[src/rtl/xlate_pkg.sv]
package xlate_pkg;

   typedef enum logic [1:0] {
      ACC_READ  = 2'd0,
      ACC_WRITE = 2'd1,
      ACC_EXEC  = 2'd2,
      ACC_RSVD  = 2'd3
   } acc_e;

   typedef enum logic [1:0] {
      FLT_NONE    = 2'd0,
      FLT_RANGE   = 2'd1,
      FLT_INVALID = 2'd2,
      FLT_PERM    = 2'd3
   } fault_e;

   localparam int BIT_VALID  = 0;
   localparam int BIT_REF    = 1;
   localparam int BIT_DIRTY  = 2;
   localparam int PERM_LO    = 3;
   localparam int PERM_W     = 3;
   localparam int FRAME_LO   = PERM_LO + PERM_W;

endpackage

[src/rtl/xlate_pte_update.sv]
module xlate_pte_update
   import xlate_pkg::*;
#(
   parameter int FRAME_W = 20,
   localparam int PTE_W  = FRAME_W + FRAME_LO
) (
   input  logic [PTE_W-1:0]   pte,
   input  logic [1:0]         acc,
   output logic               pte_valid,
   output logic [PERM_W-1:0]  pte_perm,
   output logic [FRAME_W-1:0] pte_frame,
   output logic [PTE_W-1:0]   pte_next,
   output logic               pte_changed
);

   logic [PTE_W-1:0] set_mask;

   assign pte_valid = pte[BIT_VALID];
   assign pte_perm  = pte[PERM_LO +: PERM_W];
   assign pte_frame = pte[FRAME_LO +: FRAME_W];

   always_comb begin
      set_mask = '0;
      set_mask[BIT_REF] = 1'b1;
      if (acc == ACC_WRITE) set_mask[BIT_DIRTY] = 1'b1;
   end

   assign pte_next    = pte | set_mask;
   assign pte_changed = (pte_next != pte);

endmodule

[src/rtl/xlate_rules.sv]
module xlate_rules
   import xlate_pkg::*;
(
   input  logic              pte_valid,
   input  logic [PERM_W-1:0] pte_perm,
   input  logic [1:0]        acc,
   output logic [1:0]        fault
);

   logic [PERM_W-1:0] grant;

   for (genvar k = 0; k < PERM_W; k++) begin : g_grant
      assign grant[k] = pte_perm[k] && (acc == 2'(k));
   end

   always_comb begin
      if (!pte_valid)  fault = FLT_INVALID;
      else if (~|grant) fault = FLT_PERM;
      else             fault = FLT_NONE;
   end

endmodule

[src/rtl/xlate_ctrl.sv]
module xlate_ctrl
   import xlate_pkg::*;
#(
   parameter int VA_W    = 32,
   parameter int OFF_W   = 12,
   parameter int FRAME_W = 20,
   parameter int MEM_AW  = 32,
   localparam int VPN_W  = VA_W - OFF_W,
   localparam int PA_W   = FRAME_W + OFF_W,
   localparam int PTE_W  = FRAME_W + FRAME_LO
) (
   input  logic               clk,
   input  logic               rst_n,
   input  logic               req_valid,
   input  logic [VA_W-1:0]    req_vaddr,
   input  logic [1:0]         req_acc,
   input  logic [MEM_AW-1:0]  tbl_base,
   input  logic [VPN_W:0]     tbl_size,
   input  logic [1:0]         chk_fault,
   input  logic [FRAME_W-1:0] pte_frame,
   input  logic [PTE_W-1:0]   pte_next,
   input  logic               pte_changed,
   output logic [1:0]         acc_q,
   output logic               busy,
   output logic               resp_valid,
   output logic [1:0]         resp_fault,
   output logic [PA_W-1:0]    resp_paddr,
   output logic               mem_rd_en,
   output logic               mem_wr_en,
   output logic [MEM_AW-1:0]  mem_addr,
   output logic [PTE_W-1:0]   mem_wdata
);

   typedef enum logic [1:0] {
      ST_IDLE  = 2'd0,
      ST_FETCH = 2'd1,
      ST_EVAL  = 2'd2,
      ST_WBACK = 2'd3
   } state_e;

   state_e            state_q;
   logic [OFF_W-1:0]  off_q;
   logic [MEM_AW-1:0] addr_q;
   logic [PTE_W-1:0]  wdata_q;
   logic [VPN_W-1:0]  req_vpn;
   logic              out_of_range;

   assign req_vpn      = req_vaddr[VA_W-1:OFF_W];
   assign out_of_range = ({1'b0, req_vpn} >= tbl_size);

   always_ff @(posedge clk) begin
      if (!rst_n) begin
         state_q    <= ST_IDLE;
         off_q      <= '0;
         acc_q      <= '0;
         addr_q     <= '0;
         wdata_q    <= '0;
         resp_valid <= 1'b0;
         resp_fault <= FLT_NONE;
         resp_paddr <= '0;
      end else begin
         resp_valid <= 1'b0;
         unique case (state_q)
            ST_IDLE: begin
               if (req_valid) begin
                  off_q <= req_vaddr[OFF_W-1:0];
                  acc_q <= req_acc;
                  if (out_of_range) begin
                     resp_valid <= 1'b1;
                     resp_fault <= FLT_RANGE;
                     resp_paddr <= '0;
                  end else begin
                     addr_q  <= tbl_base + MEM_AW'(req_vpn);
                     state_q <= ST_FETCH;
                  end
               end
            end
            ST_FETCH: state_q <= ST_EVAL;
            ST_EVAL: begin
               if (chk_fault != FLT_NONE) begin
                  resp_valid <= 1'b1;
                  resp_fault <= chk_fault;
                  resp_paddr <= '0;
                  state_q    <= ST_IDLE;
               end else begin
                  resp_fault <= FLT_NONE;
                  resp_paddr <= {pte_frame, off_q};
                  if (pte_changed) begin
                     wdata_q <= pte_next;
                     state_q <= ST_WBACK;
                  end else begin
                     resp_valid <= 1'b1;
                     state_q    <= ST_IDLE;
                  end
               end
            end
            ST_WBACK: begin
               resp_valid <= 1'b1;
               state_q    <= ST_IDLE;
            end
            default: state_q <= ST_IDLE;
         endcase
      end
   end

   assign busy      = (state_q != ST_IDLE);
   assign mem_rd_en = (state_q == ST_FETCH);
   assign mem_wr_en = (state_q == ST_WBACK);
   assign mem_addr  = addr_q;
   assign mem_wdata = wdata_q;

endmodule

[src/rtl/page_xlate.sv]
module page_xlate
   import xlate_pkg::*;
#(
   parameter int VA_W    = 32,
   parameter int OFF_W   = 12,
   parameter int FRAME_W = 20,
   parameter int MEM_AW  = 32
) (
   input  logic                       clk,
   input  logic                       rst_n,
   input  logic                       req_valid,
   input  logic [VA_W-1:0]            req_vaddr,
   input  logic [1:0]                 req_acc,
   input  logic [MEM_AW-1:0]          tbl_base,
   input  logic [VA_W-OFF_W:0]        tbl_size,
   output logic                       busy,
   output logic                       resp_valid,
   output logic [1:0]                 resp_fault,
   output logic [FRAME_W+OFF_W-1:0]   resp_paddr,
   output logic                       mem_rd_en,
   output logic                       mem_wr_en,
   output logic [MEM_AW-1:0]          mem_addr,
   output logic [FRAME_W+FRAME_LO-1:0] mem_wdata,
   input  logic [FRAME_W+FRAME_LO-1:0] mem_rdata
);

   localparam int VPN_W = VA_W - OFF_W;
   localparam int PTE_W = FRAME_W + FRAME_LO;

   if (OFF_W < 1 || OFF_W >= VA_W) begin : g_bad_offset
      $error("page_xlate: OFF_W must lie between 1 and VA_W-1");
   end
   if (FRAME_W < 1) begin : g_bad_frame
      $error("page_xlate: FRAME_W must be at least 1");
   end
   if (MEM_AW < VPN_W) begin : g_bad_memaw
      $error("page_xlate: MEM_AW must hold a full page number");
   end

   logic [1:0]         acc_q;
   logic               pte_valid;
   logic [PERM_W-1:0]  pte_perm;
   logic [FRAME_W-1:0] pte_frame;
   logic [PTE_W-1:0]   pte_next;
   logic               pte_changed;
   logic [1:0]         chk_fault;

   xlate_pte_update #(.FRAME_W(FRAME_W)) u_pte (
      .pte         (mem_rdata),
      .acc         (acc_q),
      .pte_valid   (pte_valid),
      .pte_perm    (pte_perm),
      .pte_frame   (pte_frame),
      .pte_next    (pte_next),
      .pte_changed (pte_changed)
   );

   xlate_rules u_rules (
      .pte_valid (pte_valid),
      .pte_perm  (pte_perm),
      .acc       (acc_q),
      .fault     (chk_fault)
   );

   xlate_ctrl #(
      .VA_W(VA_W), .OFF_W(OFF_W), .FRAME_W(FRAME_W), .MEM_AW(MEM_AW)
   ) u_ctrl (
      .clk         (clk),
      .rst_n       (rst_n),
      .req_valid   (req_valid),
      .req_vaddr   (req_vaddr),
      .req_acc     (req_acc),
      .tbl_base    (tbl_base),
      .tbl_size    (tbl_size),
      .chk_fault   (chk_fault),
      .pte_frame   (pte_frame),
      .pte_next    (pte_next),
      .pte_changed (pte_changed),
      .acc_q       (acc_q),
      .busy        (busy),
      .resp_valid  (resp_valid),
      .resp_fault  (resp_fault),
      .resp_paddr  (resp_paddr),
      .mem_rd_en   (mem_rd_en),
      .mem_wr_en   (mem_wr_en),
      .mem_addr    (mem_addr),
      .mem_wdata   (mem_wdata)
   );

endmodule

[config.mk]
export PLATFORM = sky130hd
export DESIGN_NAME = page_xlate
export DESIGN_NICKNAME = d
export VERILOG_FILES = /design/src/rtl/xlate_pkg.sv /design/src/rtl/xlate_pte_update.sv /design/src/rtl/xlate_rules.sv /design/src/rtl/xlate_ctrl.sv /design/src/rtl/page_xlate.sv
export SDC_FILE = /design/constraint.sdc
export NUM_CORES = 1
export LEC_CHECK = 0
export CORE_ASPECT_RATIO = 2
export CORE_MARGIN = 5
export CORE_UTILIZATION = 49
export CTS_BUF_LIST = sky130_fd_sc_hd__clkbuf_16
export CTS_CLUSTER_DIAMETER = 50
export DETAILED_ROUTE_END_ITERATION = 8
export GPL_ROUTABILITY_DRIVEN = 1
export GPL_TIMING_DRIVEN = 0
export PLACE_DENSITY = 0.94
export SLEW_MARGIN = 20
export SYNTH_ARGS = -nofsm -noshare
export SYNTH_HDL_FRONTEND = slang
export SYNTH_HIERARCHICAL = 1
export SYNTH_SLANG_ARGS = --single-unit
[constraint.sdc]
create_clock -name clk -period 6.3 [get_ports clk]
set_clock_uncertainty 0.15 [all_clocks]
set_input_delay 0.63 -clock clk [delete_from_list [all_inputs] [get_ports clk]]
set_output_delay 0.63 -clock clk [all_outputs]
set_load 0.1 [all_outputs]
Word level (Yosys, flattened, before mapping). Cells that the tools add are included.

$lt $le $gt $ge: 1. Add/sub/neg operators: 1. Multiply operators: 0. Equal/unequal tests: 9. Bitwise logic cells: 3. Reductions and logical operators: 14. Shifts and indexed selects: 0. Div/mod/pow operators: 0. Multiplexer cells: 21.

Operator list (number): 32-bit 2-to-1 mux (3); 32-bit one-hot mux with 2 select lines (1); 32-bit by 20-bit adder with 32-bit output (1); 26-bit != test (1); 26-bit by 3-bit OR with 26-bit output (1); 20-bit by 21-bit >= comparator with 1-bit output (1); 2-bit 2-to-1 mux (9); 3-bit AND reduction (3); 2-bit one-hot mux with 4 select lines (1); 2-bit == test, second input constant (3); 2-bit nonzero test (3); 1-bit 2-to-1 mux (5); 2-bit by 1-bit == test with 1-bit output, second input constant (2); 2-bit zero test (2); 2-bit != test, second input constant (2); 2-bit one-hot mux with 2 select lines (1); 2-bit AND reduction (2); 1-bit logical AND (3); 1-bit one-hot mux with 3 select lines (1); 3-bit OR reduction (1); 2-bit by 1-bit != test with 1-bit output, second input constant (1); 1-bit inverter (2).

Input port bits: 116. Logic and storage cells: 57. Latch bits: 0. ROM bits: 0. Memory bits (writable): 0. Flip-flop bits (word level): 109. Memories kept: 0.

Logic depth before layout (Yosys ltp). Gate-level depths: netlist of the first run.

Depth after elaboration: 8. Mapped depth: 12. Gate-level depth less buffers: 11.

By module. The synthesis of the first run kept the hierarchy.

Modules (own cells, without submodules): xlate_ctrl (cells an instance 641, sequential area each 2182.1 sq um, instances 1, area each 5333.9 sq um); xlate_pte_update (cells an instance 53, sequential area each 0.0 sq um, instances 1, area each 392.9 sq um); xlate_rules (cells an instance 6, sequential area each 0.0 sq um, instances 1, area each 46.3 sq um).

Worst setup path before layout of the first run. OpenSTA, ideal clock, no wires.

Path type: input port to flip-flop. Start: in req_vaddr[12]. End: reg u_ctrl.addr_q[22] (netlist: u_ctrl/mem_addr[22]). Stages: 11. Path slack: 3362 ps. Data arrival time: 2717 ps. Required time: 6079 ps. Path through: ha_1 inv_1 fa_1 nand2b_1 a21o_1 a211oi_1 o2111ai_1 a41oi_2 nand3_1 xor2_1 a21oi_1.

Longest elaborated chain between the ends: 3.

Ends and longest elaborated chain: start: declaration (line page_xlate.sv:12) `input logic [VA_W-1:0] req_vaddr,`; 20-bit by 21-bit >= comparator with 1-bit output (line xlate_ctrl.sv:49) `assign out_of_range = ({1'b0, req_vpn} >= tbl_size);`; 1-bit inverter (no line); 3-bit AND reduction (no line); end signal: assignment (line xlate_ctrl.sv:73) `addr_q <= tbl_base + MEM_AW'(req_vpn);`; end: declaration (line xlate_ctrl.sv:43) `logic [MEM_AW-1:0] addr_q;`.

Parallel ways exist; a longest one is shown, timed or not. A chain may end at the register's enable or synchronous reset.

Final worst setup path of the first run.
Start: in req_vaddr[12]. End: reg u_ctrl.addr_q[2] (netlist: u_ctrl/mem_addr[2]).

Same word-level chain as after synthesis.

==> out/qor.yml, run 1 <==
outcome:
  run_status: "completed"
job:
  drv.max_cap_violation_count: 0
timing:
  unrepaired_setup_endpoints_after_global_routing: "false"
  setup_violations: 0
  timing.final.max_slew_violations: 0
  max-slew-margin-rel: 0.280
  period_share: 0.617
  fmaxAchievable_mhz: 257
  final_hold_viol_count: 0
  timing.setup.tns_ns: 0
  period_needed_ns: 3.89
  worstMarginPinSlew_ns: 1.08
min_path:
  whs_endpoint: "u_ctrl/mem_addr[6]"
  timing.hold.worst.start: "u_ctrl/mem_addr[6]"
  worst_hold_path_type: "reg2reg"
  min_delay_path_depth: 2
grt:
  busiest_layer: "met2"
  maximum_number_of_pins_on_one_net_before_global_route_repair: 24
  gr-usage-met2: 0.468
  grt_use_total: 0.242
  grt_pass1_vias: 5766
  antenna_found_initial: 0
  grt_util_met1: 0.216
  grt_overflow_total: 0
  grt_util_met3: 0.0419
  grt_pass1_wl_mm: 27.1
logic_synthesis:
  syn_warnings: 6
  register_bit_total_from_synthesis: 109
  synth_area_mm2: 0.00577
  synth_enable_flop_cells: 0
  syn-mean-instance-area_um2: 8.25
  synth_top_area_share: 0.378
  post_synth_inst_count: 700
  synth.top_cells.by_area: "sky130_fd_sc_hd__dfxtp_1 38%, sky130_fd_sc_hd__ha_1 8.7%, sky130_fd_sc_hd__nand2_1 8.4%"
  synth_area_leader_cell: "sky130_fd_sc_hd__dfxtp_1"
  synth-main-ff-cell: "sky130_fd_sc_hd__dfxtp_1"
  number_of_nets_in_the_synthesized_netlist: 857
  synth.lib_cells_used.distinct: 57
  asyncSetResetFlopFracSynth: 0
  seq_area_frac_synth: 0.378
drt:
  drt-total-wl_mm: 17.3
  drt-vias-per-instance: 5.40
  first_iter_violations: 172
  num_vias: 5660
  drc: 0
  routed_wire_length_per_instance_um: 16.5
  drt_pre_antenna_iters: 4
  detail-route-antenna-nets: 0
critical_path:
  kind_of_launch_point_of_the_worst_setup_path: "primary input"
  worst-path-max-fanout: 10
  critical_path_class: "in2reg"
  critical_path_required_ns: 6.41
  r2r_end: "u_ctrl/mem_addr[2]"
  crit_start: "req_vaddr[12]"
  r2r.worst_path.cells: 8
  cp-end-kind: "register"
  crit_arrival_ns: 4.00
  setup.reg_to_reg.worst_slack_ns: 3.58
  timing.rr.start: "u_ctrl/state_q[1]"
pwr:
  total_leakage_power_nw: 3.32
  power_density_mw_per_mm2: 240
  peakVddDrop_mv: 0.200
placement:
  dp_hpwl_mm: 14.4
  buffer_ports.inserted: 187
  place.detailed.instances: 1032
  gpl_wtd_cong: 0.949
die:
  ios: 212
  initial_utilization: 0.496
  fp.coreArea_mm2: 0.0116
  die_area_mm2: 0.0142
  die_height_um: 164
  die_x_um: 86.8
  placementRows: 56
clock_tree:
  cts_max_level: 3
  cts.hold.buffers_added: 0
  numCtsBuffers: 9
  tritoncts: "done"
  post-cts-setup-buffers: 0
  insertion_delay_ns: 0.34
  cts_root_buf: "sky130_fd_sc_hd__clkbuf_16"
  cts_resized: 0
  clkSlewWorstSetupHoldPaths_ns: 0.07
  clkSinkCount: 109
  buffers_from_clock_root_to_sink_at_most: 2
final_layout:
  fraction_of_layout_cells_with_a_size_suffix_above_1: 0.102
  diodes: 0
  layout.cells.non_filler: 1048
  nets: 1055
  area_growth_pct: 41.1
power by group:
group	internal, W	switching (W)	total (W)
Clock	0.000290	0.000292	0.000582
Sequential	0.000725	0.0000205	0.000745
Combinational	0.000214	0.000414	0.000628
sequential cells by signal (all words and copies together), names as in the netlist:
signal,count
u_ctrl/acc_q,2
u_ctrl/mem_addr,32
u_ctrl/mem_wdata,26
u_ctrl/off_q,12
u_ctrl/resp_fault,2
u_ctrl/resp_paddr,32
u_ctrl/resp_valid,1
u_ctrl/state_q,2
final cells by class:
| class | count | area (um2) |
|---|---|---|
| Clock buffer | 9 | 225 |
| Buffer | 79 | 495 |
| Multi-Input combinational cell | 478 | 2970 |
| Tap cell | 145 | 181 |
| Sequential cell | 109 | 2180 |
| Clock inverter | 7 | 93.8 |
| Timing Repair Buffer | 187 | 1870 |
| Fill cell | 911 | 3490 |
| Inverter | 34 | 128 |
cells in the final DEF, fill, tap and decap left out, types with 7 or more instances in the layout:
cell type,count
sky130_fd_sc_hd__clkbuf_16,9
sky130_fd_sc_hd__buf_4,49
sky130_fd_sc_hd__dfxtp_1,109
sky130_fd_sc_hd__a31oi_1,9
sky130_fd_sc_hd__a21oi_1,79
sky130_fd_sc_hd__o21ai_0,17
sky130_fd_sc_hd__nand3_1,21
sky130_fd_sc_hd__a21o_1,11
sky130_fd_sc_hd__clkdlybuf4s50_1,187
sky130_fd_sc_hd__xor2_1,11
sky130_fd_sc_hd__a22o_1,32
sky130_fd_sc_hd__nor2_1,29
sky130_fd_sc_hd__inv_1,33
sky130_fd_sc_hd__nand2b_1,7
sky130_fd_sc_hd__xnor2_1,9
sky130_fd_sc_hd__clkbuf_1,23
sky130_fd_sc_hd__and3_1,7
sky130_fd_sc_hd__ha_1,40
sky130_fd_sc_hd__nand2_1,129
worst max path at each step:
| stage | to | depth (start not counted) | slack, ns |
|---|---|---|---|
| global placement | u_ctrl/mem_addr[29] | 12 | 2.19 |
| detailed placement | u_ctrl/mem_addr[2] | 12 | 2.12 |
| finish | u_ctrl/mem_addr[2] | 12 | 2.41 |
| floorplan | u_ctrl/mem_addr[22] | 11 | 3.36 |
| CTS | u_ctrl/mem_addr[2] | 12 | 2.47 |
| global route | u_ctrl/mem_addr[31] | 12 | 2.23 |
layer usage:
| metal | vias to the layer above | wire length (um) |
|---|---|---|
| li1 | 2763 | - |
| met2 | 224 | 9690 |
| met3 | 66 | 921 |
| met4 | 0 | 1100 |
| met1 | 2607 | 5570 |
| met5 | - | 0 |
synthesized netlist by cell type (7+ instances only):
master and count:
sky130_fd_sc_hd__nand2_1 129, sky130_fd_sc_hd__dfxtp_1 109, sky130_fd_sc_hd__a21oi_1 79, sky130_fd_sc_hd__buf_4 49, sky130_fd_sc_hd__ha_1 40, sky130_fd_sc_hd__inv_1 33
sky130_fd_sc_hd__a22o_1 32, sky130_fd_sc_hd__nor2_1 29, sky130_fd_sc_hd__clkbuf_1 23, sky130_fd_sc_hd__nand3_1 21, sky130_fd_sc_hd__o21ai_0 17, sky130_fd_sc_hd__a21o_1 11
sky130_fd_sc_hd__xor2_1 11, sky130_fd_sc_hd__a31oi_1 9, sky130_fd_sc_hd__xnor2_1 9, sky130_fd_sc_hd__and3_1 7, sky130_fd_sc_hd__nand2b_1 7
stage by stage:
stage / area [um2] / power [W] / setup slack [ns] / hold slack, ns / utilization
4_1_cts: 8150 / 0.00197 / 2.47 / 0.304 / 0.700
3_5_place_dp: 7830 / 0.00139 / 2.12 / 0.295 / 0.673
6_report: 8150 / 0.00196 / 2.41 / 0.302 / 0.700
2_1_floorplan: 5770 / 0.00120 / 3.36 / 0.287 / -
5_1_grt: 8150 / 0.00204 / 2.23 / 0.324 / 0.700
3_3_place_gp: 7830 / 0.00137 / 2.19 / 0.289 / 0.673
cell families after synthesis:
logic type                 count (synthesis)  share of synthesized area
AOI/OAI and AO/OA                        189                      0.218
DFF                                      109                      0.378
adders and majority gates                 41                     0.0902
buffers and inverters                    113                      0.108
xor gates and xnor gates                  20                     0.0303
and+or+nand+nor                          226                      0.173
muxes                                      1                    0.00173
other                                      1                   0.000650
worst max-delay path, stage by stage:
cell and delay [ns]:
sky130_fd_sc_hd__clkdlybuf4s50_1 0.50, sky130_fd_sc_hd__inv_1 0.06, sky130_fd_sc_hd__ha_1 0.27, sky130_fd_sc_hd__nand2b_1 0.15
sky130_fd_sc_hd__a2111oi_2 0.38, sky130_fd_sc_hd__nor3_1 0.13, sky130_fd_sc_hd__o21ai_1 0.17, sky130_fd_sc_hd__a31oi_1 0.22
sky130_fd_sc_hd__nor2_1 0.58, sky130_fd_sc_hd__clkbuf_1 0.56, sky130_fd_sc_hd__nand3_1 0.16, sky130_fd_sc_hd__a21oi_1 0.19
Power figures use the tool's default switching activity.
==> run 2: changes to the inputs <==
- CORE_UTILIZATION: 49 -> 45
- PLACE_DENSITY: 0.94 -> 0.88
- clock period: 6.3 -> 3.8 ns (I/O delays scaled with it)
==> run 2 against run 1 <==
Net effect:
- first-iteration DRC count increased by 15%
- combinational power rose by 66%
- register-to-register slack lost 2.4 ns
- cell count is 0.38% higher
- sequential power grew 65%
- worst hold slack lost 0.20 ns
- die area rose by 8.1%
- clock-buffer cell count unchanged
- non-clock buffer count did not move
- wire length hardly changed
- critical endpoint is now u_ctrl/mem_addr[30]
- highest routed layer unchanged
==> out/qor.yml, run 2 (synthesis results as in run 1) <==
outcome:
  run_status: "completed"
clock_tree:
  cts_resized: 0
  cts_max_level: 3
  cts.hold.buffers_added: 0
  buffers_from_clock_root_to_sink_at_most: 2
  tritoncts: "done"
  numCtsBuffers: 9
  post-cts-setup-buffers: 0
  insertion_delay_ns: 0.34
  cts_root_buf: "sky130_fd_sc_hd__clkbuf_16"
  clkSinkCount: 109
  clkSlewWorstSetupHoldPaths_ns: 0.07
die:
  die_area_mm2: 0.0153
  fp.coreArea_mm2: 0.0126
  die_height_um: 170
  die_x_um: 90.1
  placementRows: 58
  initial_utilization: 0.460
  ios: 212
final_layout:
  nets: 1055
  multiInputGateArea_mm2: 0.00297
  final_cell_mix: "187 x sky130_fd_sc_hd__clkdlybuf4s50_1, 129 x sky130_fd_sc_hd__nand2_1, 109 x sky130_fd_sc_hd__dfxtp_1"
  mostFrequentLayoutCell: "sky130_fd_sc_hd__clkdlybuf4s50_1"
  layout.cells.non_filler: 1052
  diodes: 0
  num-fill-cells: 1031
  layout.area.seq_mm2: 0.00218
  final_design_area_no_fill_mm2: 0.00811
  area_growth_pct: 40.5
  fraction_of_layout_cells_with_a_size_suffix_above_1: 0.101
min_path:
  worst_hold_path_type: "in2reg"
  whs_endpoint: "u_ctrl/resp_paddr[19]"
  timing.hold.worst.start: "mem_rdata[13]"
  min_delay_path_depth: 2
drt:
  detail-route-antenna-nets: 0
  routed_wire_length_per_instance_um: 16.4
  first_iter_violations: 197
  num_vias: 5494
  drt_pre_antenna_iters: 4
  drt-vias-per-instance: 5.22
  drc: 0
  drt-total-wl_mm: 17.3
grt:
  grt_pass1_wl_mm: 26.6
  busiest_layer: "met2"
  grt_use_total: 0.214
  antenna_found_initial: 0
  grt_pass1_vias: 5510
  grt_util_met3: 0.0398
  maximum_number_of_pins_on_one_net_before_global_route_repair: 20
  grt_util_met1: 0.187
  grt_overflow_total: 0
  gr-usage-met2: 0.439
placement:
  gpl_wtd_cong: 0.921
  buffer_ports.inserted: 187
  place.detailed.instances: 1037
  dp_hpwl_mm: 14.3
  post_detailed_placement_cell_area_mm2: 0.00783
  dpl_worst_slack_ns: -0.0732
pwr:
  cell_internal_pwr_w: 0.00201
  power.clock.fraction: 0.282
  pwr-share-comb: 0.329
  total_leakage_power_nw: 3.30
  p_switching_w: 0.00116
  p_seq_frac: 0.389
  power.switching_fraction: 0.365
  peakVddDrop_mv: 0.366
  power_density_mw_per_mm2: 391
critical_path:
  critical_path_class: "in2reg"
  kind_of_launch_point_of_the_worst_setup_path: "primary input"
  r2r_end: "u_ctrl/mem_addr[10]"
  worst-path-max-fanout: 6
  cp-end-kind: "register"
  crit_start: "req_vaddr[12]"
  critical_path_required_ns: 3.86
  timing.rr.start: "u_ctrl/state_q[1]"
  crit_arrival_ns: 3.53
  setup.reg_to_reg.worst_slack_ns: 1.16
  r2r.worst_path.cells: 8
timing:
  timing.setup.tns_ns: 0
  fmaxAchievable_mhz: 289
  unrepaired_setup_endpoints_after_global_routing: "false"
  setup_violations: 0
  final_hold_viol_count: 0
  final_critical_path_setup_slack_ns: 0.335
  worstMarginPinSlew_ns: 1.06
  max-slew-margin-rel: 0.288
  period_share: 0.912
  period_needed_ns: 3.47
  timing.final.max_slew_violations: 0
job:
  drv.max_cap_violation_count: 0
==> run 2: cell types whose count changed in the layout (fill, tap and decap cells not counted), sizes merged <==
| cell | before | now |
|---|---|---|
| clkinv | 3 | 2 |
==> run 2: layout make-up <==
class	count	share of cell area
Tap cell	150	0.0231
Timing Repair Buffer	187	0.231
Multi-Input combinational cell	478	0.366
Sequential cell	109	0.269
Inverter	34	0.0157
Clock buffer	9	0.0278
Clock inverter	6	0.00679
Buffer	79	0.0611
==> run 2: routing by layer <==
layer / share of wire / up-vias / wire, um
li1: - / 2768 / -
met1: 0.33 / 2532 / 5730
met2: 0.58 / 166 / 10100
met3: 0.048 / 28 / 831
met4: 0.036 / 0 / 627
met5: 0 / - / 0
==> run 2: worst max-delay path by stage <==
stage,end,depth (start not counted),slack (ns)
after detailed placement,u_ctrl/mem_addr[27],12,-0.07
final,u_ctrl/mem_addr[30],12,0.33
after CTS,u_ctrl/mem_addr[27],12,0.29
after floorplan,u_ctrl/mem_addr[22],11,1.11
after global routing,u_ctrl/mem_addr[2],12,0.07
after global placement,u_ctrl/mem_addr[27],12,-0.04
==> run 2: power groups by stage <==
stage | registers, W | logic, W | clock network [W]
floorplan | 0.00159 | 0.000393 | 0
global placement | 0.00126 | 0.00103 | 0
detailed placement | 0.00126 | 0.00104 | 0
CTS | 0.00123 | 0.00104 | 0.000915
global route | 0.00124 | 0.00110 | 0.000964
finish | 0.00123 | 0.00104 | 0.000893
==> run 2: critical path: stages <==
cell	delay, ns
sky130_fd_sc_hd__clkdlybuf4s50_1	0.49
sky130_fd_sc_hd__ha_1	0.18
sky130_fd_sc_hd__inv_1	0.05
sky130_fd_sc_hd__fa_1	0.39
sky130_fd_sc_hd__nand2b_1	0.19
sky130_fd_sc_hd__a21o_1	0.19
sky130_fd_sc_hd__a211oi_1	0.58
sky130_fd_sc_hd__o2111ai_1	0.26
sky130_fd_sc_hd__a41oi_2	0.39
sky130_fd_sc_hd__nand3_1	0.15
sky130_fd_sc_hd__xor2_1	0.18
sky130_fd_sc_hd__a21oi_1	0.08
==> run 2: metrics by stage <==
stage / utilization / hold slack, ns / total power [W]
floorplan: - / 0.287 / 0.00198
global placement: 0.624 / 0.282 / 0.00229
detailed placement: 0.624 / 0.294 / 0.00230
CTS: 0.646 / 0.0906 / 0.00319
global route: 0.646 / 0.0892 / 0.00331
finish: 0.646 / 0.104 / 0.00317
==> run 3: changes to the inputs <==
- ABC_AREA: default -> 0
- clock period: 3.8 -> 3.2 ns (I/O delays scaled with it)
==> run 3 against run 2 <==
Net effect:
- sequential power up 20%
- highest routed layer unchanged
- critical endpoint is now u_ctrl/mem_addr[19]
- register-to-register slack worse by 0.42 ns
- wire length increased by 0.75%
==> out/qor.yml, run 3 (synthesis results as in run 1) <==
outcome:
  run_status: "completed"
die:
  initial_utilization: 0.460
  die_height_um: 170
  die_x_um: 90.1
  fp.coreArea_mm2: 0.0126
  placementRows: 58
  die_area_mm2: 0.0153
  ios: 212
final_layout:
  diodes: 0
  final_core_utilization: 0.651
  layout.area.seq_mm2: 0.00218
  final_design_area_no_fill_mm2: 0.00817
  nets: 1057
  mostFrequentLayoutCell: "sky130_fd_sc_hd__clkdlybuf4s50_1"
  multiInputGateArea_mm2: 0.00300
  area_growth_pct: 41.6
  num-fill-cells: 1020
  layout.cells.non_filler: 1054
  fraction_of_layout_cells_with_a_size_suffix_above_1: 0.110
  final_cell_mix: "187 x sky130_fd_sc_hd__clkdlybuf4s50_1, 129 x sky130_fd_sc_hd__nand2_1, 109 x sky130_fd_sc_hd__dfxtp_1"
job:
  drv.max_cap_violation_count: 0
drt:
  num_vias: 5516
  drc: 0
  drt_pre_antenna_iters: 4
  routed_wire_length_per_instance_um: 16.5
  first_iter_violations: 178
  detail-route-antenna-nets: 0
  drt-vias-per-instance: 5.23
  drt-total-wl_mm: 17.4
critical_path:
  critical_path_depth: 12
  cp-end-kind: "register"
  crit_path_top_delay_cell: "sky130_fd_sc_hd__clkdlybuf4s50_1"
  r2r.worst_path.cells: 10
  worstPathBufferInverterCount: 3
  r2r_end: "u_ctrl/mem_wdata[8]"
  crit_arrival_ns: 3.20
  timing.rr.start: "u_ctrl/acc_q[0]"
  worst-path-max-fanout: 10
  kind_of_launch_point_of_the_worst_setup_path: "primary input"
  critical_path_required_ns: 3.33
  cp_cell_sequence: "clkdlybuf4s50_1, inv_1, ha_1, nand2b_1, a2111oi_2, nor3_1, o21ai_1, a31oi_2, or2_1, buf_2, or4_1, nand3_1"
  critical_path.max_stage_delay_ns: 0.49
  crit_start: "req_vaddr[12]"
  setup.reg_to_reg.worst_slack_ns: 0.74
  critical_path_class: "in2reg"
  worstSetupEndpoint: "u_ctrl/mem_addr[19]"
  path_delay_family: "simple AND/OR/NAND/NOR gates"
clock_tree:
  cts_max_level: 3
  clkSinkCount: 109
  clkSlewWorstSetupHoldPaths_ns: 0.08
  insertion_delay_ns: 0.34
  cts_root_buf: "sky130_fd_sc_hd__clkbuf_16"
  buffers_from_clock_root_to_sink_at_most: 2
  tritoncts: "done"
  numCtsBuffers: 9
timing:
  period_needed_ns: 3.07
  setup_violations: 0
  worstMarginPinSlew_ns: 1.06
  final.hold.worst_slack_ns: 0.0405
  unrepaired_setup_endpoints_after_global_routing: "false"
  final_hold_viol_count: 0
  timing.final.max_slew_violations: 0
  fmaxAchievable_mhz: 326
  max-slew-margin-rel: 0.289
  period_share: 0.959
grt:
  grt_use_total: 0.214
  maximum_number_of_pins_on_one_net_before_global_route_repair: 20
  grt_overflow_total: 0
  grt_pass1_wl_mm: 26.6
  grt_util_met3: 0.0398
  antenna_found_initial: 0
  gr-usage-met2: 0.440
  grt_util_met1: 0.187
  busiest_layer: "met2"
  grt_pass1_vias: 5516
pwr:
  total_leakage_power_nw: 3.33
  peakVddDrop_mv: 0.435
  power_density_mw_per_mm2: 464
placement:
  buffer_ports.inserted: 187
  dp_hpwl_mm: 14.3
  gpl_wtd_cong: 0.921
  place.detailed.instances: 1037
  post_detailed_placement_cell_area_mm2: 0.00783
min_path:
  worst_hold_path_type: "in2reg"
  min_delay_path_depth: 2
## run 3: changes by cell type in the layout (fill, tap and decap cells not counted), sizes merged
| cell | change |
|---|---|
| buf | +2 |
## run 3: repair_timing
action,CTS,global route
setup buffers,0,2
setup endpoints to repair,35,52
gates resized for setup,3,14
pin swaps,0,1
hold buffers,0,0
## run 3: cell type report
type                            instances  share of cell area
Sequential cell                       109               0.267
Buffer                                 79              0.0620
Clock buffer                            9              0.0276
Multi-Input combinational cell        478               0.367
Clock inverter                          6             0.00674
Timing Repair Buffer                  189               0.231
Tap cell                              150              0.0230
Inverter                               34              0.0156
## run 3: routing by layer
metal  wire [um]  up-vias
li1            -     2771
met1        5800     2550
met2       10100      163
met3         823       32
met4         682        0
met5           0        -
## run 3: report_power, final
group	switching [W]	internal, W	leakage, nW
clock	0.000525	0.000541	0.139
sequential	0.0000400	0.00143	0.886
combinational	0.000823	0.000433	2.30
## run 3: through the flow
step	setup slack [ns]	TNS [ns]	total power (W)
floorplan	0.572	0	0.00235
global placement	-0.582	-22.96	0.00271
detailed placement	-0.613	-24.34	0.00273
CTS	-0.0235	-0.228	0.00379
global route	0.0103	0	0.00395
finish	0.131	0	0.00379
## run 3: worst min path at each step
stage                            end                 start  slack (ns)
6_report       u_ctrl/resp_paddr[14]          mem_rdata[8]        0.04
4_1_cts        u_ctrl/resp_paddr[19]         mem_rdata[13]        0.03
3_5_place_dp      u_ctrl/mem_addr[9]    u_ctrl/mem_addr[9]        0.29
5_1_grt        u_ctrl/resp_paddr[14]          mem_rdata[8]        0.03
2_1_floorplan        u_ctrl/off_q[0]       u_ctrl/off_q[0]        0.29
3_3_place_gp    u_ctrl/resp_fault[0]  u_ctrl/resp_fault[0]        0.28
